`src/rtl/cmp_timer8_pkg.sv`:
```
package cmp_timer8_pkg;
  localparam int NCMP   = 2;
  localparam int NFLAG  = NCMP + 1;
  localparam int CTRL_W = 5;

  localparam logic [2:0] A_CTRL  = 3'd0;
  localparam logic [2:0] A_COUNT = 3'd1;
  localparam logic [2:0] A_CMPA  = 3'd2;
  localparam logic [2:0] A_CMPB  = 3'd3;
  localparam logic [2:0] A_MASK  = 3'd4;
  localparam logic [2:0] A_FLAGS = 3'd5;

  localparam logic [2:0] SEL_STOP = 3'd0;
  localparam logic [2:0] SEL_FALL = 3'd6;
  localparam logic [2:0] SEL_RISE = 3'd7;

  localparam int FLAG_OVF = 0;

  typedef enum logic [1:0] {
    MODE_UP_MAX = 2'b00,
    MODE_UP_A   = 2'b01,
    MODE_UD_MAX = 2'b10,
    MODE_UD_A   = 2'b11
  } tmode_e;
endpackage

```
`src/rtl/cmp_timer8_clksel.sv`:
```
module cmp_timer8_clksel
  import cmp_timer8_pkg::*;
#(
  parameter int NTICK       = 5,
  parameter int SYNC_STAGES = 2
) (
  input  logic             clk,
  input  logic             rst_n,
  input  logic [2:0]       sel_i,
  input  logic [NTICK-1:0] tick_i,
  input  logic             pin_i,
  output logic             tick_o
);
  localparam int SH_W = SYNC_STAGES + 1;

  logic [SH_W-1:0] sh_q, sh_d;
  logic pin_now, pin_prev, pin_rise, pin_fall;

  always_comb begin
    sh_d = {sh_q[SH_W-2:0], pin_i};
  end

  always_ff @(posedge clk or negedge rst_n) begin
    if (!rst_n) sh_q <= '0;
    else        sh_q <= sh_d;
  end

  assign pin_now  = sh_q[SYNC_STAGES-1];
  assign pin_prev = sh_q[SYNC_STAGES];
  assign pin_rise = pin_now & ~pin_prev;
  assign pin_fall = ~pin_now & pin_prev;

  always_comb begin
    tick_o = 1'b0;
    case (sel_i)
      SEL_STOP: tick_o = 1'b0;
      SEL_FALL: tick_o = pin_fall;
      SEL_RISE: tick_o = pin_rise;
      default: begin
        for (int k = 0; k < NTICK; k++) begin
          if (sel_i == 3'(k + 1)) tick_o = tick_i[k];
        end
      end
    endcase
  end
endmodule

```
`src/rtl/cmp_timer8_counter.sv`:
```
module cmp_timer8_counter
  import cmp_timer8_pkg::*;
#(
  parameter int CNT_W = 8
) (
  input  logic             clk,
  input  logic             rst_n,
  input  logic             tick_i,
  input  logic [1:0]       mode_i,
  input  logic [CNT_W-1:0] top_i,
  input  logic             load_i,
  input  logic [CNT_W-1:0] load_val_i,
  output logic [CNT_W-1:0] cnt_o,
  output logic             ovf_evt_o,
  output logic             upd_evt_o,
  output logic             cmp_en_o
);
  localparam logic [CNT_W-1:0] CNT_MAX = '1;
  localparam logic [CNT_W-1:0] CNT_ONE = CNT_W'(1);

  logic [CNT_W-1:0] cnt_q, cnt_d;
  logic             down_q, down_d;
  logic             blk_q, blk_d;
  logic             updown, at_top, at_max, at_bot;

  assign updown = mode_i[1];
  assign at_top = (cnt_q == top_i);
  assign at_max = (cnt_q == CNT_MAX);
  assign at_bot = (cnt_q == '0);

  always_comb begin
    cnt_d     = cnt_q;
    down_d    = down_q;
    blk_d     = blk_q;
    ovf_evt_o = 1'b0;
    upd_evt_o = 1'b0;
    if (load_i) begin
      cnt_d = load_val_i;
      blk_d = 1'b1;
    end else if (tick_i) begin
      blk_d = 1'b0;
      if (!updown) begin
        cnt_d     = at_top ? '0 : cnt_q + CNT_ONE;
        ovf_evt_o = at_top | at_max;
        upd_evt_o = at_top;
      end else if (down_q) begin
        if (at_bot) begin
          down_d    = 1'b0;
          ovf_evt_o = 1'b1;
          upd_evt_o = 1'b1;
          cnt_d     = (top_i == '0) ? '0 : CNT_ONE;
        end else begin
          cnt_d = cnt_q - CNT_ONE;
        end
      end else if (cnt_q >= top_i) begin
        down_d = 1'b1;
        cnt_d  = at_bot ? '0 : cnt_q - CNT_ONE;
      end else begin
        cnt_d = cnt_q + CNT_ONE;
      end
    end
  end

  always_ff @(posedge clk or negedge rst_n) begin
    if (!rst_n) begin
      cnt_q  <= '0;
      down_q <= 1'b0;
      blk_q  <= 1'b0;
    end else begin
      cnt_q  <= cnt_d;
      down_q <= down_d;
      blk_q  <= blk_d;
    end
  end

  assign cnt_o    = cnt_q;
  assign cmp_en_o = tick_i & ~load_i & ~blk_q;
endmodule

```
`src/rtl/cmp_timer8_compare.sv`:
```
module cmp_timer8_compare #(
  parameter int CNT_W = 8
) (
  input  logic             clk,
  input  logic             rst_n,
  input  logic             wr_i,
  input  logic [CNT_W-1:0] wr_val_i,
  input  logic             upd_i,
  input  logic             cmp_en_i,
  input  logic [CNT_W-1:0] cnt_i,
  output logic [CNT_W-1:0] act_o,
  output logic             match_evt_o,
  output logic             pulse_o
);
  logic [CNT_W-1:0] buf_q, buf_d, act_q, act_d;
  logic             pulse_q;

  assign match_evt_o = cmp_en_i & (cnt_i == act_q);

  always_comb begin
    buf_d = wr_i  ? wr_val_i : buf_q;
    act_d = upd_i ? buf_q    : act_q;
  end

  always_ff @(posedge clk or negedge rst_n) begin
    if (!rst_n) begin
      buf_q   <= '0;
      act_q   <= '0;
      pulse_q <= 1'b0;
    end else begin
      buf_q   <= buf_d;
      act_q   <= act_d;
      pulse_q <= match_evt_o;
    end
  end

  assign act_o   = act_q;
  assign pulse_o = pulse_q;
endmodule

```
`src/rtl/cmp_timer8_irq.sv`:
```
module cmp_timer8_irq #(
  parameter int NF = 3
) (
  input  logic          clk,
  input  logic          rst_n,
  input  logic [NF-1:0] set_i,
  input  logic [NF-1:0] clr_i,
  input  logic [NF-1:0] mask_i,
  output logic [NF-1:0] flag_o,
  output logic [NF-1:0] irq_o
);
  logic [NF-1:0] flag_q, flag_d;

  always_comb begin
    flag_d = (flag_q & ~clr_i) | set_i;
  end

  always_ff @(posedge clk or negedge rst_n) begin
    if (!rst_n) flag_q <= '0;
    else        flag_q <= flag_d;
  end

  assign flag_o = flag_q;
  assign irq_o  = flag_q & mask_i;
endmodule

```
`src/rtl/cmp_timer8.sv`:
```
module cmp_timer8
  import cmp_timer8_pkg::*;
#(
  parameter int CNT_W       = 8,
  parameter int NTICK       = 5,
  parameter int SYNC_STAGES = 2
) (
  input  logic             clk,
  input  logic             rst_n,
  input  logic [NTICK-1:0] tick_i,
  input  logic             pin_i,
  input  logic             wr_en_i,
  input  logic [2:0]       wr_addr_i,
  input  logic [CNT_W-1:0] wr_data_i,
  output logic [CNT_W-1:0] cnt_o,
  output logic [CNT_W-1:0] cmp_a_o,
  output logic [CNT_W-1:0] cmp_b_o,
  output logic [NFLAG-1:0] flag_o,
  output logic [NFLAG-1:0] irq_o,
  output logic [NCMP-1:0]  match_o
);
  logic rst_meta, rst_ns;

  always_ff @(posedge clk or negedge rst_n) begin
    if (!rst_n) begin
      rst_meta <= 1'b0;
      rst_ns   <= 1'b0;
    end else begin
      rst_meta <= 1'b1;
      rst_ns   <= rst_meta;
    end
  end

  logic [CTRL_W-1:0] ctrl_q, ctrl_d;
  logic [NFLAG-1:0]  mask_q, mask_d;
  logic              ctrl_we, mask_we, cnt_we, flag_we;
  logic [2:0]        clk_sel;
  logic [1:0]        mode;

  assign ctrl_we = wr_en_i && (wr_addr_i == A_CTRL);
  assign mask_we = wr_en_i && (wr_addr_i == A_MASK);
  assign cnt_we  = wr_en_i && (wr_addr_i == A_COUNT);
  assign flag_we = wr_en_i && (wr_addr_i == A_FLAGS);

  always_comb begin
    ctrl_d = ctrl_we ? wr_data_i[CTRL_W-1:0] : ctrl_q;
    mask_d = mask_we ? wr_data_i[NFLAG-1:0]  : mask_q;
  end

  always_ff @(posedge clk or negedge rst_ns) begin
    if (!rst_ns) begin
      ctrl_q <= '0;
      mask_q <= '0;
    end else begin
      ctrl_q <= ctrl_d;
      mask_q <= mask_d;
    end
  end

  assign clk_sel = ctrl_q[2:0];
  assign mode    = ctrl_q[4:3];

  logic tmr_tick;

  cmp_timer8_clksel #(.NTICK(NTICK), .SYNC_STAGES(SYNC_STAGES)) u_clksel (
    .clk    (clk),
    .rst_n  (rst_ns),
    .sel_i  (clk_sel),
    .tick_i (tick_i),
    .pin_i  (pin_i),
    .tick_o (tmr_tick)
  );

  logic [CNT_W-1:0] cmp_act [NCMP];
  logic [CNT_W-1:0] top_val;
  logic             ovf_evt, upd_evt, cmp_en;

  assign top_val = mode[0] ? cmp_act[0] : '1;

  cmp_timer8_counter #(.CNT_W(CNT_W)) u_counter (
    .clk        (clk),
    .rst_n      (rst_ns),
    .tick_i     (tmr_tick),
    .mode_i     (mode),
    .top_i      (top_val),
    .load_i     (cnt_we),
    .load_val_i (wr_data_i),
    .cnt_o      (cnt_o),
    .ovf_evt_o  (ovf_evt),
    .upd_evt_o  (upd_evt),
    .cmp_en_o   (cmp_en)
  );

  logic [NCMP-1:0]  match_evt;
  logic [NFLAG-1:0] flag_set;

  generate
    for (genvar ch = 0; ch < NCMP; ch++) begin : g_cmp
      logic ch_wr;
      assign ch_wr = wr_en_i && (wr_addr_i == A_CMPA + 3'(ch));
      cmp_timer8_compare #(.CNT_W(CNT_W)) u_compare (
        .clk         (clk),
        .rst_n       (rst_ns),
        .wr_i        (ch_wr),
        .wr_val_i    (wr_data_i),
        .upd_i       (upd_evt),
        .cmp_en_i    (cmp_en),
        .cnt_i       (cnt_o),
        .act_o       (cmp_act[ch]),
        .match_evt_o (match_evt[ch]),
        .pulse_o     (match_o[ch])
      );
      assign flag_set[ch + 1] = match_evt[ch];
    end
  endgenerate

  assign flag_set[FLAG_OVF] = ovf_evt;

  cmp_timer8_irq #(.NF(NFLAG)) u_irq (
    .clk    (clk),
    .rst_n  (rst_ns),
    .set_i  (flag_set),
    .clr_i  (flag_we ? wr_data_i[NFLAG-1:0] : '0),
    .mask_i (mask_q),
    .flag_o (flag_o),
    .irq_o  (irq_o)
  );

  assign cmp_a_o = cmp_act[0];
  assign cmp_b_o = cmp_act[1];
endmodule

```
`config.mk`:
```
export PLATFORM = sky130hd
export DESIGN_NAME = cmp_timer8
export DESIGN_NICKNAME = d
export VERILOG_FILES = /design/src/rtl/cmp_timer8_pkg.sv /design/src/rtl/cmp_timer8_clksel.sv /design/src/rtl/cmp_timer8_counter.sv /design/src/rtl/cmp_timer8_compare.sv /design/src/rtl/cmp_timer8_irq.sv /design/src/rtl/cmp_timer8.sv
export SDC_FILE = /design/constraint.sdc
export NUM_CORES = 1
export LEC_CHECK = 0
export ABC_AREA = 0
export CAP_MARGIN = 20
export CORE_MARGIN = 1.5
export CORE_UTILIZATION = 38
export DETAILED_ROUTE_END_ITERATION = 10
export PLACE_DENSITY = 0.55
export SLEW_MARGIN = 25
export SYNTH_ARGS = -nofsm -noshare
export SYNTH_HDL_FRONTEND = slang
export SYNTH_HIERARCHICAL = 1
export SYNTH_SLANG_ARGS = --single-unit
```
`constraint.sdc`:
```
create_clock -name clk -period 5.8 [get_ports clk]
set_clock_uncertainty 0.15 [all_clocks]
set_input_delay 0.87 -clock clk [delete_from_list [all_inputs] [get_ports clk]]
set_output_delay 0.87 -clock clk [all_outputs]
set_load 0.005 [all_outputs]
```
==> flow_summary.yaml <==
grt:
  global_route.usage.met3_pct: 5.014
  grt.overflow.total: 0
  grt_use_total_pct: 18.56
  grt_max_degree: 59
  grt.met2_usage_pct: 28.05
  antenna_violations_before_repair: 0
  via_count_of_the_first_global_routing_pass: 2427
  grt_pass1_wl_um: 13900
  global_route.usage.met1_pct: 26.23
  grt_most_used_layer: "met2"
sta:
  setup-tns-final_ps: 0
  timing.final.crit_share_pct: 60.81
  worst_slack_ps: 2273
  max_clock_freq_mhz: 283.6
  final_period_minus_worst_setup_slack_ps: 3527
  timing_max_transition_violations_final: 0
  number_of_hold_violations_in_the_final_report: 0
  worst_margin_pin_slew_ps: 743.3
  final-setup-viol-count: 0
  max_slew_margin_pct: 50.45
  grt_setup_unrepaired: "false"
min_path:
  class_of_the_most_critical_hold_timing_path: "reg2reg"
power:
  power_report.internal_total_w: 0.001364
  net-switching-power_w: 0.0008015
  switching_share_pct: 37.01
  comb_power_share_pct: 44.7
  ir_worst_vdd_mv: 0.1970
  p_clk_share_pct: 19.0
  leakagePower_nw: 1.870
  seq_power_share_pct: 36.4
  power-per-cell-area_mw_per_mm2: 496.3
critical_path:
  worst_setup_path_start_kind: "register"
  cp.arrival_ps: 3600
  max_stage_delay_ps: 710
  worstPathCellList: "inv_1 > ha_1 > nor3b_1 > and2_0 > nand2_1 > a211oi_4 > buf_4 > mux2_4"
  worst_setup_path_class: "reg2reg"
  critPathCaptureType: "register"
  worstPathMaxFanout: 9
  required_ps: 5870
  critical_path.slowest_cell: "sky130_fd_sc_hd__a211oi_4"
cts:
  cts_post_setup_buffers_inserted: 0
  worst_setup_hold_path_clk_slew_ps: 70
  cts_root_buf: "sky130_fd_sc_hd__clkbuf_8"
  cts.htree.levels: 3
  tritoncts_num_sinks: 60
  numCtsBuffers: 9
  tritoncts: "built"
  clkLatencyLatePin_ps: 330
  post_cts_resize_count: 0
  clockBufferDepth: 2
  ctsHoldBuffers: 0
die:
  num_rows: 35
  die_height_um: 99.97
  ioPinCount: 52
  core_region_area_mm2: 0.009196
  die-area_mm2: 0.009994
  floorplan.die.width_um: 99.97
  effective_utilization_at_floorplan_pct: 38.86
synthesis:
  synth.top_cells.by_area: "sky130_fd_sc_hd__dfrtp_1 42%, sky130_fd_sc_hd__mux2_4 13%, sky130_fd_sc_hd__xnor2_1 4.7%"
  ys_warn_count: 6
  count_of_unique_library_cells_instantiated_by_yosys: 55
  synth.ff_latch_count: 60
  edff_count_synth: 0
  yosysTopAreaCell: "sky130_fd_sc_hd__dfrtp_1"
  asyncSetResetFlopFracSynth_pct: 100.0
  synth_area_per_cell_um2: 11.45
  post_synth_instance_area_mm2: 0.003573
  synth.net_count: 343
  ys_dominant_reg_cell: "sky130_fd_sc_hd__dfrtp_1"
  synth_top_area_share_pct: 42.02
  ys_seq_area_share_pct: 42.02
  syn-instance-count: 312
placement:
  place.port_buffers: 51
  place.gp.congestion: 0.9050
  detailedPlace.worstSlack_ps: 2016
  dp_hpwl_um: 6169
finish:
  nets: 395
  fillerInstances: 870
  sequential_cell_area_mm2: 0.001503
  areaGrowthSynthToFinish_pct: 22.13
  post_route_cells_drive_above_1_share_pct: 21.14
  insertedDiodeCount: 0
  multiInputGateArea_mm2: 0.001907
job:
  max-cap-violations: 0
routing:
  detailroute.via_count: 2540
  drt-vias-per-instance: 5.292
  wl_um: 8773
  dr.pass1.iters: 4
  wire_per_inst_um: 18.28
  drt_iter0_markers: 175
  drc_errors: 0
  count_of_nets_left_with_antenna_violations_after_detail_routing: 0
status:
  run_status: "completed"
-- cell usage after synthesis (all sizes together) (2+ instances only) --
master and n:
a211oi 4, a21o 4, a21oi 13, a22oi 2, a2bb2oi 2, a31oi 2
and2 8, and3 4, and3b 2, and4b 2, and4bb 2, buf 13
dfrtp 60, ha 11, inv 16, mux2 41, mux2i 8, nand2 15
nand2b 9, nand3 7, nand4 5, nor2 13, nor3 11, nor3b 3
nor4b 2, o211ai 2, o21ai 13, or3 2, xnor2 19, xor2 2
-- metrics by stage --
step	util, %	instances	hold slack [ps]	cell area, um2	total power (W)
2_1_floorplan	-	312	181.2	3573	0.001398
3_3_place_gp	45.12	464	186.9	4149	0.001757
3_5_place_dp	45.12	464	185.7	4149	0.001762
4_1_cts	47.46	480	199.6	4364	0.002183
5_1_grt	47.46	480	206.5	4364	0.002323
6_report	47.46	480	196.6	4364	0.002166
-- routing by layer --
metal / vias to the layer above / part of all wire [%] / routed length (um)
met4: 0 / 0.73 / 64
met1: 1240 / 48 / 4181
met3: 6 / 5.9 / 514
met2: 76 / 46 / 4012
li1: 1218 / - / -
met5: - / 0 / 0
-- power by group through the flow --
stage	clock network, W	registers (W)	logic, W
2_1_floorplan	0	0.000701	0.000696
3_3_place_gp	0	0.000800	0.000958
3_5_place_dp	0	0.000798	0.000965
4_1_cts	0.000420	0.000791	0.000973
5_1_grt	0.000443	0.000815	0.00107
6_report	0.000411	0.000788	0.000967
-- registers in the layout, summed over array words and instances, names as in the netlist, 2 cells and up --
register and flops:
ctrl_q 5, g_cmp.u_compare/act_o 16, g_cmp.u_compare/buf_q 16, g_cmp.u_compare/pulse_o 2, mask_q 3, u_clksel/sh_q 3
u_counter/cnt_o 8, u_irq/flag_o 3
-- critical path: cells and delay by family (launching register included) --
family	cells	cell delay [ps]
AND/OR/NAND/NOR	3	940
multiplexers	1	320
flip-flops	1	540
buffers and inverters	2	550
adder cells (fa/ha/maj)	1	200
AO/OA/AOI/OAI	1	710
-- cell families after synthesis --
group,Yosys count,synth area share [%]
multiplexers,49,18.52
adder cells (fa/ha/maj),11,3.851
XOR/XNOR,21,5.147
AND/OR/NAND/NOR,89,15.37
buffers and inverters,30,5.147
other,1,0.1049
flip-flops,60,42.02
AO/OA/AOI/OAI,51,9.839
-- path summary, 6_finish.rpt --
kind	start	end	slack, ps	depth (start not counted)
hold / removal	u_clksel/sh_q[0]	u_clksel/sh_q[1]	200	0
max in group asynchronous	rst_ns	ctrl_q[1]	4750	1
min in group asynchronous	rst_ns	g_cmp[1].u_compare/buf_q[6]	260	1
hold reg to reg	u_clksel/sh_q[0]	u_clksel/sh_q[1]	200	0
setup reg to reg	u_counter/cnt_o[0]	g_cmp[1].u_compare/act_o[3]	2270	8
setup / recovery	u_counter/cnt_o[0]	g_cmp[1].u_compare/act_o[3]	2270	8
-- cell type report --
cell class              instances  area share, %
repair buffers                 55          12.39
flip-flops and latches         60          34.43
multi-input cells             222          43.69
clock inverters                 7          2.093
clock buffers                   9          2.838
well taps                     111          3.182
inverters                      16          1.376
-- layout by cell type, fill, tap and decap left out, types with 9 or more instances in the layout --
master,n
sky130_fd_sc_hd__a21oi_1,12
sky130_fd_sc_hd__clkbuf_8,9
sky130_fd_sc_hd__clkdlybuf4s50_1,51
sky130_fd_sc_hd__dfrtp_1,59
sky130_fd_sc_hd__ha_1,11
sky130_fd_sc_hd__inv_1,16
sky130_fd_sc_hd__mux2_2,9
sky130_fd_sc_hd__mux2_4,32
sky130_fd_sc_hd__nand2_1,15
sky130_fd_sc_hd__nor2_1,13
sky130_fd_sc_hd__o21ai_0,10
sky130_fd_sc_hd__xnor2_1,19
(Power assumes the default switching activity.)
